==> config.mk <==
export PLATFORM = sky130hd
export DESIGN_NAME = i2c_bus_unlocker
export DESIGN_NICKNAME = d
export VERILOG_FILES = /design/src/rtl/ulk_pkg.sv /design/src/rtl/ulk_phase_timer.sv /design/src/rtl/ulk_stuck_detect.sv /design/src/rtl/ulk_stretch_wd.sv /design/src/rtl/ulk_pulse_fsm.sv /design/src/rtl/i2c_bus_unlocker.sv
export SDC_FILE = /design/constraint.sdc
export NUM_CORES = 1
export LEC_CHECK = 0
export BUFFER_PORTS_ARGS = -buffer_cell sky130_fd_sc_hd__buf_4
export CAP_MARGIN = 15
export CORE_MARGIN = 1.5
export CORE_UTILIZATION = 55
export CTS_CLUSTER_DIAMETER = 120
export DETAILED_ROUTE_END_ITERATION = 8
export MAX_ROUTING_LAYER = met4
export PLACE_DENSITY = 0.72
export SLEW_MARGIN = 20
export SYNTH_ARGS = -nofsm -noshare
export SYNTH_HDL_FRONTEND = slang
export SYNTH_SLANG_ARGS = --single-unit
==> constraint.sdc <==
create_clock -name clk -period 2.4 [get_ports clk]
set_clock_uncertainty 0.1 [all_clocks]
set_input_delay 0.48 -clock clk [delete_from_list [all_inputs] [get_ports clk]]
set_output_delay 0.48 -clock clk [all_outputs]
set_load 0.03 [all_outputs]
==> src/rtl/ulk_pkg.sv <==
package ulk_pkg;

   // Recovery sequencer states; the STOP takes three phases after the last pulse.
   typedef enum logic [2:0] {
      ST_IDLE  = 3'd0,
      ST_LOW   = 3'd1,
      ST_HIGH  = 3'd2,
      ST_PRE   = 3'd3,
      ST_SETUP = 3'd4,
      ST_HOLD  = 3'd5
   } ulk_state_e;

   function automatic logic pulls_scl(ulk_state_e s);
      return (s == ST_LOW) || (s == ST_PRE) || (s == ST_SETUP);
   endfunction

   function automatic logic pulls_sda(ulk_state_e s);
      return (s == ST_SETUP) || (s == ST_HOLD);
   endfunction

endpackage

==> src/rtl/ulk_phase_timer.sv <==
module ulk_phase_timer #(
   parameter int HALF_CYC = 500
) (
   input  logic clk,
   input  logic rst_n,
   input  logic clr,
   input  logic adv,
   output logic last
);
   localparam int TW = (HALF_CYC > 1) ? $clog2(HALF_CYC) : 1;
   localparam logic [TW-1:0] LAST_V = TW'(HALF_CYC - 1);

   logic [TW-1:0] cnt;

   assign last = (cnt == LAST_V);

   always_ff @(posedge clk or negedge rst_n) begin
      if (!rst_n)      cnt <= '0;
      else if (clr)    cnt <= '0;
      else if (adv)    cnt <= last ? '0 : cnt + 1'b1;
   end

   // a half period never runs past its length
   a_r2_phase_in_range: assert property (@(posedge clk) disable iff (!rst_n)
      cnt <= LAST_V);

endmodule

==> src/rtl/ulk_stuck_detect.sv <==
module ulk_stuck_detect #(
   parameter bit AUTO_EN   = 1'b1,
   parameter int STUCK_CYC = 10000
) (
   input  logic clk,
   input  logic rst_n,
   input  logic idle,
   input  logic scl_in,
   input  logic sda_in,
   output logic trig
);
   generate
      if (AUTO_EN) begin : g_auto
         localparam int SW = $clog2(STUCK_CYC + 1);
         localparam logic [SW-1:0] LIM = SW'(STUCK_CYC);
         logic [SW-1:0] run;
         logic          cond;

         assign cond = idle && scl_in && !sda_in;
         assign trig = (run == LIM);

         always_ff @(posedge clk or negedge rst_n) begin
            if (!rst_n)          run <= '0;
            else if (!cond)      run <= '0;
            else if (run != LIM) run <= run + 1'b1;
         end

         // a trigger only follows a sample of the stuck condition
         a_r7_trig_from_stuck: assert property (@(posedge clk) disable iff (!rst_n)
            $rose(trig) |-> $past(idle && scl_in && !sda_in));
      end else begin : g_manual
         assign trig = 1'b0;
      end
   endgenerate

endmodule

==> src/rtl/ulk_stretch_wd.sv <==
module ulk_stretch_wd #(
   parameter int STRETCH_CYC = 3500
) (
   input  logic clk,
   input  logic rst_n,
   input  logic scl_in,
   output logic flag
);
   localparam int WW = $clog2(STRETCH_CYC + 1);
   localparam logic [WW-1:0] LIM = WW'(STRETCH_CYC);

   logic [WW-1:0] low_run;

   assign flag = (low_run == LIM);

   always_ff @(posedge clk or negedge rst_n) begin
      if (!rst_n)            low_run <= '0;
      else if (scl_in)       low_run <= '0;
      else if (low_run != LIM) low_run <= low_run + 1'b1;
   end

   // a high SCL sample clears the flag on the next cycle
   a_r8_clear_on_high: assert property (@(posedge clk) disable iff (!rst_n)
      scl_in |=> !flag);

endmodule

==> src/rtl/ulk_pulse_fsm.sv <==
module ulk_pulse_fsm
   import ulk_pkg::*;
#(
   parameter int MAX_PULSES = 9
) (
   input  logic       clk,
   input  logic       rst_n,
   input  logic       start,
   input  logic       scl_in,
   input  logic       sda_in,
   input  logic       ph_last,
   output ulk_state_e state,
   output logic       ph_adv,
   output logic       ph_clr,
   output logic       done,
   output logic       fail
);
   localparam int PW = $clog2(MAX_PULSES + 1);
   localparam logic [PW-1:0] LAST_P = PW'(MAX_PULSES - 1);

   logic [PW-1:0] pcnt;
   logic          step;

   assign ph_clr = (state == ST_IDLE);
   // high phase only advances while the line really reads high
   assign ph_adv = !ph_clr && ((state != ST_HIGH) || scl_in);
   assign step   = ph_adv && ph_last;

   always_ff @(posedge clk or negedge rst_n) begin
      if (!rst_n) begin
         state <= ST_IDLE;
         pcnt  <= '0;
         done  <= 1'b0;
         fail  <= 1'b0;
      end else begin
         done <= 1'b0;
         fail <= 1'b0;
         unique case (state)
            ST_IDLE: if (start) begin
               state <= ST_LOW;
               pcnt  <= '0;
            end
            ST_LOW: if (step) state <= ST_HIGH;
            ST_HIGH: if (step) begin
               pcnt <= pcnt + 1'b1;
               if (sda_in)              state <= ST_PRE;
               else if (pcnt == LAST_P) begin
                  state <= ST_IDLE;
                  fail  <= 1'b1;
               end else                 state <= ST_LOW;
            end
            ST_PRE:   if (step) state <= ST_SETUP;
            ST_SETUP: if (step) state <= ST_HOLD;
            ST_HOLD:  if (step) begin
               state <= ST_IDLE;
               done  <= 1'b1;
            end
            default: state <= ST_IDLE;
         endcase
      end
   end

   // the pulse count never exceeds the budget
   a_r5_pulse_budget: assert property (@(posedge clk) disable iff (!rst_n)
      pcnt <= PW'(MAX_PULSES));

   // completion and failure are exclusive
   a_r9_done_xor_fail: assert property (@(posedge clk) disable iff (!rst_n)
      !(done && fail));

   // a completion pulse always leaves the sequencer idle
   a_r6_end_is_idle: assert property (@(posedge clk) disable iff (!rst_n)
      (done || fail) |-> (state == ST_IDLE));

   // an accepted start always enters the low phase
   a_r2_start_to_low: assert property (@(posedge clk) disable iff (!rst_n)
      (state == ST_IDLE && start) |=> (state == ST_LOW));

endmodule

==> src/rtl/i2c_bus_unlocker.sv <==
module i2c_bus_unlocker
   import ulk_pkg::*;
#(
   parameter int HALF_CYC    = 500,
   parameter int MAX_PULSES  = 9,
   parameter int STRETCH_CYC = 3500,
   parameter bit AUTO_EN     = 1'b1,
   parameter int STUCK_CYC   = 10000
) (
   input  logic clk,
   input  logic rst_n,
   input  logic recover_req,
   input  logic scl_in,
   input  logic sda_in,
   output logic scl_oe,
   output logic sda_oe,
   output logic busy,
   output logic done,
   output logic fail,
   output logic stretch_to
);
   generate
      if (HALF_CYC < 2) begin : g_bad_half
         $error("HALF_CYC must be at least 2");
      end
      if (MAX_PULSES < 1 || MAX_PULSES > 255) begin : g_bad_pulses
         $error("MAX_PULSES must lie in 1..255");
      end
      if (STRETCH_CYC <= 3 * HALF_CYC) begin : g_bad_stretch
         $error("STRETCH_CYC must exceed the longest own SCL low time");
      end
      if (AUTO_EN && STUCK_CYC < 2) begin : g_bad_stuck
         $error("STUCK_CYC must be at least 2");
      end
   endgenerate

   ulk_state_e state;
   logic       ph_adv, ph_clr, ph_last, auto_trig, start;

   assign start = recover_req || auto_trig;

   ulk_phase_timer #(.HALF_CYC(HALF_CYC)) u_timer (
      .clk (clk), .rst_n (rst_n), .clr (ph_clr), .adv (ph_adv), .last (ph_last)
   );

   ulk_stuck_detect #(.AUTO_EN(AUTO_EN), .STUCK_CYC(STUCK_CYC)) u_stuck (
      .clk (clk), .rst_n (rst_n), .idle (state == ST_IDLE),
      .scl_in (scl_in), .sda_in (sda_in), .trig (auto_trig)
   );

   ulk_pulse_fsm #(.MAX_PULSES(MAX_PULSES)) u_fsm (
      .clk (clk), .rst_n (rst_n), .start (start), .scl_in (scl_in),
      .sda_in (sda_in), .ph_last (ph_last), .state (state),
      .ph_adv (ph_adv), .ph_clr (ph_clr), .done (done), .fail (fail)
   );

   ulk_stretch_wd #(.STRETCH_CYC(STRETCH_CYC)) u_wd (
      .clk (clk), .rst_n (rst_n), .scl_in (scl_in), .flag (stretch_to)
   );

   assign scl_oe = pulls_scl(state);
   assign sda_oe = pulls_sda(state);
   assign busy   = (state != ST_IDLE);

   // nothing is driven on the bus while idle
   a_r1_idle_released: assert property (@(posedge clk) disable iff (!rst_n)
      !busy |-> (!scl_oe && !sda_oe));

   // SDA is only taken low beneath a low SCL
   a_r4_sda_under_scl: assert property (@(posedge clk) disable iff (!rst_n)
      $rose(sda_oe) |-> scl_oe);

   // releasing SDA is the STOP edge and coincides with done
   a_r4_stop_edge_done: assert property (@(posedge clk) disable iff (!rst_n)
      $fell(sda_oe) |-> done);

   // busy only drops alongside a completion pulse
   a_r6_busy_drop: assert property (@(posedge clk) disable iff (!rst_n)
      $fell(busy) |-> (done || fail));

endmodule

==> metrics.txt, run 1 <==
die outline area 0.00491 sq mm; worst voltage drop across the vdd grid 349 uV; startpoint type of the worst setup path flop; post-placement cell area 0.00256 sq mm; final setup fails 0; Syn Nets 263; worst min path class input port to asynchronous set/reset pin; maximum clock frequency 438 MHz; CTS sink cnt 44; post-layout min period 2.28 ns; # DRC 0; Post-DRT Antenna Nets 0; Async SR Flop Fraction 100%; Slew HR 63.9%; vias in the first global route 1,698; number of hold violations in the final report 0; fraction of layout cells with a size suffix above 1 13.2%; number of placed I/O pins 11; iteration-0 DRC count of the detailed router 115; clock network latency to the later pin of the worst-skew pair 0.29 ns; most frequent standard cell in the layout excluding fill and tap cells dfrtp_1; end point of the critical path stretch_to; type of the worst setup path flop to output port; overall via count from detail_route 1,801; FP Rows 24; final weighted congestion of routability-driven global placement 0.830; cell area after technology mapping 0.00247 sq mm; # H-tree levels 2; Die Y-Extent 70.1 microns; leading register cell type out of synthesis dfrtp_1; flip-flop and latch count after synthesis 44; Max Cap Violations 0; x dimension of the die 70.1 microns; Overall Global Routing Usage 20.1%; count of non-filler cells in the finished layout 309; net count of the finished layout 269; Yosys Warn Count 0; Overflow after GRT 0; R2R cell count 4; TNS Setup 0 ns; Num CTS Buffers 5; post-layout power 1.22 mW; layout-stage area growth over the synthesis result 6.83%; number of buffers on the longest clock path 2; placed wire-length estimate after detailed placement 3060 microns; area occupied by multi-input gates 0.00127 sq mm; wire length of the first global-routing pass 7670 microns; data arrival time of the critical path 1.70 ns; syn_area_per_cell 9.86 sq um; routed wire length per instance 14.3 microns; result of the run completed; required time at the worst-slack endpoint 1.82 ns; setup repair after global routing missed its margin no; number of synthesized flops with an enable pin 0; start of the worst register-to-register path u_stuck.g_auto.run[11]; Register Area 0.00110 sq mm; register clock-pin slew on the reported worst setup and hold paths 0.08 ns; first-pass iteration count of the detailed router 4; final worst setup slack 0.117 ns; final max-slew violation count 0; leading cell types in the layout, fill and taps excluded dfrtp_1 (43), nor2_1 (30), xor2_1 (17); type of destination of the critical path output port; number of buffers inserted by port buffering 10; reg-to-reg slack, setup 0.38 ns; final hold slack 0.0670 ns; endpoint of the worst register-to-register path u_fsm.pcnt[3]; Antenna Diode Count 0; highest net fanout along the worst path 7; setup slack after placement 0.371 ns; number of library cell types mapped by synthesis 48; power density normalized to cell area 461 mW/mm^2; clock root cell clkbuf_8; initial antenna violation count 0; proportion of synthesized chip area in sequential cells 44.5%; total placed cells including tap cells 302; ratio of final minimum period to clock period 95.1%; final core utilization 60.7%; number of fill cells in the layout 368; Slew @ Worst Pin 0.542 ns; static leakage power 1.11 nW; initial standard-cell utilization of the core 56.8%; pin count of the biggest net entering global routing 45; overall routed net length 4430 microns; post-synthesis cell count 251; final cell area excluding filler cells 0.00264 sq mm; origin of the worst setup path u_wd.low_run[6]; CTS tree yes; area of the core 0.00435 sq mm; vias per std cell 5.83
power breakdown:
group	internal, mW	switching, mW
Combinational	0.0112	0.0266
Sequential	0.745	0.00442
Clock	0.198	0.232
Total	0.954	0.263
cells in the mapped netlist, types with 3 or more instances:
cell,number,area (sq um)
a21oi_1,10,50.1
and3_1,6,37.5
mux2i_1,6,60.1
dfrtp_1,44,1100
or3_1,4,25.0
ha_1,7,87.6
nand4_1,11,68.8
mux2_2,3,33.8
xor2_1,17,149
clkbuf_1,8,30.0
and2_1,4,25.0
xnor2_1,4,35.0
nand2_1,13,48.8
a22o_1,7,61.3
nor2_1,30,113
nand3_1,14,70.1
inv_1,9,33.8
nand2b_1,5,31.3
and4_1,6,52.6
o21ai_0,8,40.0
repair_timing:
item | 4_1_cts | 5_1_grt
buffers inserted | 0 | 0
setup endpoints to repair | 0 | 1
hold buffers | 0 | 0
resized for setup | 0 | 2
worst min-delay path by stage:
stage          start              end  slack (ns)
6_report       rst_n  u_wd.low_run[9]        0.07
5_1_grt        rst_n  u_wd.low_run[9]        0.11
4_1_cts        rst_n  u_wd.low_run[3]        0.09
3_5_place_dp   rst_n  u_wd.low_run[9]        0.41
3_3_place_gp   rst_n  u_wd.low_run[9]        0.41
2_1_floorplan  rst_n       u_fsm.done        0.08
registers in the layout, indices dropped and copies added (netlist names):
register            cells
u_stuck.g_auto.run     14
u_timer.cnt             9
u_wd.low_run           12
u_fsm.fail              1
u_fsm.done              1
u_fsm.pcnt              4
u_fsm.state             3
metal layers:
layer / vias to the layer above / global-route usage [%] / part of all wire, %
met5: - / - / 0
met4: 0 / 7.69 / 1.4
met3: 5 / 3.90 / 2.7
met2: 23 / 29.6 / 46
met1: 870 / 27.6 / 50
li1: 903 / - / -
final cells by class:
type,count,area share (%)
inverters,9,1.28
repair buffers,12,3.41
flip-flops and latches,44,41.7
clock buffers,6,2.75
multi-input cells,185,48.2
well taps,52,2.46
clock inverters,1,0.189
logic make-up after synthesis:
kind of cell    count (synthesis)  share of synthesized area [%]
mux                             9                           3.79
xor+xnor                       21                           7.44
buf+inv                        22                           4.20
fa+ha+maj                       7                           3.54
simple gates                  112                           26.3
compound gates                 36                           10.3
flops                          44                           44.5
worst max-delay path: stages (launching register included):
cell,delay [ns]
dfrtp_2,0.45
or4b_1,0.61
nor3_2,0.17
buf_4,0.18
Power figures use the tool's default switching activity.
==> inputs of run 2 (changes only) <==
Settings changed: PLACE_DENSITY 0.72 to 0.75, SETUP_SLACK_MARGIN set to 0.5.
Clock period 2.4 ns to 1.95 ns, I/O delays scaled along.
==> metrics.txt, run 2 (synthesis results as in run 1) <==
result of the run complete, but fails checks; failing checks negative setup slack; Clock Power Share 38.7%; Overflow after GRT 0; type of destination of the critical path output port; endpoint of the worst register-to-register path u_wd.low_run[1]; Internal Power 1.22 mW; data arrival time of the critical path 1.55 ns; sum of buffers and inverters on the critical path 1; net count of the finished layout 322; Overall Global Routing Usage 25.0%; Die Y-Extent 70.1 microns; # DRC 0; register clock-pin slew on the reported worst setup and hold paths 0.09 ns; most frequent standard cell in the layout excluding fill and tap cells dfrtp_1; x dimension of the die 70.1 microns; number of fill cells in the layout 273; highest net fanout along the worst path 3; number of placed I/O pins 11; vias in the first global route 2,015; placed wire-length estimate after detailed placement 3510 microns; setup slack after placement 0.0241 ns; first-pass iteration count of the detailed router 4; Antenna Diode Count 0; static leakage power 1.46 nW; number of buffers inserted by port buffering 10; Post-DRT Antenna Nets 0; overall via count from detail_route 2,179; leading cell types in the layout, fill and taps excluded dfrtp_1 (44), buf_4 (43), nor2_1 (25); final weighted congestion of routability-driven global placement 0.842; area occupied by multi-input gates 0.00152 sq mm; worst voltage drop across the vdd grid 427 uV; final worst setup slack -0.0850 ns; clock network latency to the later pin of the worst-skew pair 0.30 ns; fraction of layout cells with a size suffix above 1 38.9%; CTS sink cnt 44; Max Cap Violations 0; start of the worst register-to-register path u_wd.low_run[4]; Register Area 0.00110 sq mm; power density normalized to cell area 473 mW/mm^2; clock root cell clkbuf_8; ordered cell list for the critical path or4b_4 > nor3_4 > buf_6; number of cells traversed by the worst hold path 3; Worst Hold Launch sda_in; Num CTS Buffers 5; FP Rows 24; wire length of the first global-routing pass 9520 microns; pin count of the biggest net entering global routing 45; Min-Delay Endpoint u_fsm.state[1]; Slew HR 63.0%; final setup fails 2; overall routed net length 6580 microns; switching power 374 uW; initial standard-cell utilization of the core 56.8%; largest delay contributor family on the critical path simple AND/OR/NAND/NOR gates; initial antenna violation count 0; number of hold violations in the final report 0; CP max-delay cell or4b_4; final max-slew violation count 0; TNS Setup -0.100 ns; registers with the highest flip-flop counts u_stuck.g_auto.run: 14 flops, u_wd.low_run: 12 flops, u_timer.cnt: 9 flops; vias per std cell 6.00; part of the power in combinational logic 3.5%; CTS tree yes; required time at the worst-slack endpoint 1.46 ns; ratio of final minimum period to clock period 104%; Slew @ Worst Pin 0.555 ns; setup repair after global routing missed its margin yes; sequential fraction of design power 57.8%; reg-to-reg slack, setup -0.01 ns; post-layout min period 2.04 ns; register name with the most flops u_stuck.g_auto.run; fraction of power spent switching nets 23.4%; R2R cell count 6; type of the worst setup path flop to output port; Critical Path Max Stage Delay 0.55 ns; die outline area 0.00491 sq mm; origin of the worst setup path u_wd.low_run[4]; iteration-0 DRC count of the detailed router 230; routed wire length per instance 18.1 microns; maximum clock frequency 491 MHz; area of the core 0.00435 sq mm; layout-stage area growth over the synthesis result 36.3%; max reg flops 14; # H-tree levels 2; startpoint type of the worst setup path flop; worst min path class input port to flop; final hold slack 0.301 ns; number of buffers on the longest clock path 2
[run 2: how the worst max path moves through the flow]
stage / slack, ns / end / cells after the start
CTS: -0.1 / stretch_to / 3
global route: -0.14 / stretch_to / 3
global placement: 0.05 / u_fsm.pcnt[1] / 5
detailed placement: 0.02 / u_fsm.pcnt[2] / 5
floorplan: 0.04 / u_fsm.pcnt[0] / 4
finish: -0.09 / stretch_to / 3
[run 2: layer usage]
layer,wire [microns],part of all wire (%),GRT usage [%]
met3,322,4.9,4.04
met5,0,0,-
met1,2750,42,32.7
met4,106,1.6,5.56
met2,3410,52,41.3
[run 2: area by class of cell]
type / count / share of cell area [%]
clock inverter: 2 / 0.445
multi-input combinational: 186 / 45.0
tap: 52 / 1.93
inverter: 9 / 1.00
timing repair buffer: 64 / 16.5
clock buffer: 6 / 2.45
sequential: 44 / 32.7
[run 2: through the flow]
stage / power, mW / instances / instance area, sq um / utilization (%)
after floorplan: 0.959 / 251 / 2570 / -
after global placement: 0.991 / 322 / 2790 / 64.1
after detailed placement: 0.991 / 322 / 2790 / 64.1
after CTS: 1.59 / 346 / 3170 / 72.8
after global routing: 1.64 / 363 / 3370 / 77.4
final: 1.60 / 363 / 3370 / 77.4
[run 2: worst reg2reg max path, delay by kind of cell (launching register included)]
kind	cells	cell delay, ns
buffers and inverters	2	0.27
flip-flops	1	0.42
multiplexers	1	0.21
AND/OR/NAND/NOR	3	0.86
[run 2: power groups by stage]
| stage | logic, mW | clock network (mW) | registers, mW |
|---|---|---|---|
| floorplan | 0.0199 | 0 | 0.939 |
| global placement | 0.0505 | 0 | 0.940 |
| detailed placement | 0.0506 | 0 | 0.940 |
| CTS | 0.0549 | 0.617 | 0.922 |
| global route | 0.0651 | 0.657 | 0.923 |
| finish | 0.0566 | 0.618 | 0.922 |
[run 2: timing repair]
action	CTS	global route
endpoints found under the hold margin	43	0
gates cloned	1	0
setup endpoints to repair	41	43
hold buffers	1	0
pin swaps	27	14
setup buffers	14	17
gates resized for setup	40	21
==> inputs of run 3 (changes only) <==
Settings changed: PLACE_DENSITY 0.75 to 0.72.
Clock period 1.95 ns to 2 ns, I/O delays scaled along.
==> metrics.txt, run 3 (synthesis results as in run 1) <==
Slew @ Worst Pin 0.572 ns; final setup fails 1; count of non-filler cells in the finished layout 364; final hold slack -0.0272 ns; Overflow after GRT 0; final max-slew violation count 0; result of the run complete, but fails checks; post-placement cell area 0.00276 sq mm; overall routed net length 7000 microns; startpoint type of the worst setup path flop; max reg flops 14; die outline area 0.00491 sq mm; Slew HR 61.8%; Max Cap Violations 0; setup slack after placement 0.0174 ns; register clock-pin slew on the reported worst setup and hold paths 0.09 ns; registers with the highest flip-flop counts u_stuck.g_auto.run: 14 flops, u_wd.low_run: 12 flops, u_timer.cnt: 9 flops; layout-stage area growth over the synthesis result 38.8%; CTS sink cnt 44; CTS tree yes; routed wire length per instance 19.2 microns; TNS Setup -0.0595 ns; data arrival time of the critical path 1.56 ns; area of the core 0.00435 sq mm; Num CTS Buffers 5; total placed cells including tap cells 318; # H-tree levels 2; CP max-delay cell or4b_4; final core utilization 78.9%; setup repair after global routing missed its margin yes; ratio of final minimum period to clock period 103%; vias in the first global route 2,138; R2R cell count 7; iteration-0 DRC count of the detailed router 231; first-pass iteration count of the detailed router 5; type of destination of the critical path output port; failing checks negative hold slack, negative setup slack; maximum clock frequency 486 MHz; critical path depth 3; overall via count from detail_route 2,261; # DRC 0; post-layout min period 2.06 ns; endpoint of the worst register-to-register path u_timer.cnt[5]; x dimension of the die 70.1 microns; highest net fanout along the worst path 3; most frequent standard cell in the layout excluding fill and tap cells dfrtp_1; final cell area excluding filler cells 0.00343 sq mm; wire length of the first global-routing pass 10,300 microns; net count of the finished layout 324; reg-to-reg slack, setup 0.08 ns; fraction of layout cells with a size suffix above 1 42.0%; initial antenna violation count 0; worst min path class input port to asynchronous set/reset pin; number of placed I/O pins 11; Post-DRT Antenna Nets 0; ordered cell list for the critical path or4b_4 > nor3_4 > buf_6; sum of buffers and inverters on the critical path 1; required time at the worst-slack endpoint 1.50 ns; clock network latency to the later pin of the worst-skew pair 0.30 ns; final worst setup slack -0.0595 ns; pin count of the biggest net entering global routing 45; Antenna Diode Count 0; placed wire-length estimate after detailed placement 3360 microns; static leakage power 1.49 nW; post-cts hold buffer count 0; number of buffers inserted by port buffering 10; clock root cell clkbuf_8; number of hold violations in the final report 16; power density normalized to cell area 443 mW/mm^2; Die Y-Extent 70.1 microns; vias per std cell 6.21; Overall Global Routing Usage 27.3%; Critical Path Max Stage Delay 0.58 ns; final weighted congestion of routability-driven global placement 0.861; leading cell types in the layout, fill and taps excluded dfrtp_1 (44), buf_4 (42), nor2_1 (23); start of the worst register-to-register path u_timer.cnt[1]; initial standard-cell utilization of the core 56.8%; number of buffers on the longest clock path 2; FP Rows 24; worst voltage drop across the vdd grid 390 uV; type of the worst setup path flop to output port; register name with the most flops u_stuck.g_auto.run; largest delay contributor family on the critical path simple AND/OR/NAND/NOR gates
-- run 3: cell count changes in the layout (fill, tap and decap cells not counted), sizes merged --
| cell | before | now |
|---|---|---|
| a21oi | 10 | 11 |
| buf | 63 | 65 |
| clkinv | 0 | 1 |
| clkinvlp | 2 | 0 |
| dlygate4sd3 | 1 | 0 |
-- run 3: how the worst max path moves through the flow --
stage / from / to / slack (ns)
floorplan: u_stuck.g_auto.run[7] / u_fsm.pcnt[0] / 0.09
global placement: u_stuck.g_auto.run[6] / u_fsm.pcnt[0] / 0.05
detailed placement: u_stuck.g_auto.run[6] / u_fsm.pcnt[1] / 0.02
CTS: u_wd.low_run[6] / stretch_to / -0.06
global route: u_wd.low_run[4] / stretch_to / -0.11
finish: u_wd.low_run[4] / stretch_to / -0.06
-- run 3: metal layers --
metal	global-route usage [%]	up-vias	part of all wire (%)
met5	-	-	0
met4	9.19	0	3.8
met3	4.33	29	5.0
met2	44.2	102	50
met1	35.4	1107	41
li1	-	1023	-
-- run 3: repair_timing --
item                       in CTS  in global routing
setup buffers                  24                 13
setup endpoints to repair      40                 41
gates cloned                    2                  0
gates resized for setup        49                 27
pin swaps                      33                 19
-- run 3: power breakdown --
part / internal [mW] / switching (mW) / leakage (nW)
Sequential: 0.893 / 0.00467 / 0.587
Clock: 0.238 / 0.316 / 0.0410
Combinational: 0.0244 / 0.0445 / 0.858
Total: 1.16 / 0.365 / 1.49
-- run 3: cell type report --
cell class                 instances  area [sq um]
timing repair buffer              65           583
multi-input combinational        187          1570
clock inverter                     1          5.00
clock buffer                       6          72.6
fill                             261           921
sequential                        44          1100
inverter                           9          33.8
tap                               52          65.1
-- run 3: stage by stage --
stage	hold slack (ns)	power (mW)
2_1_floorplan	0.00441	0.936
3_3_place_gp	0.330	0.967
3_5_place_dp	0.331	0.969
4_1_cts	0.00773	1.51
5_1_grt	0.0342	1.57
6_report	-0.0272	1.52
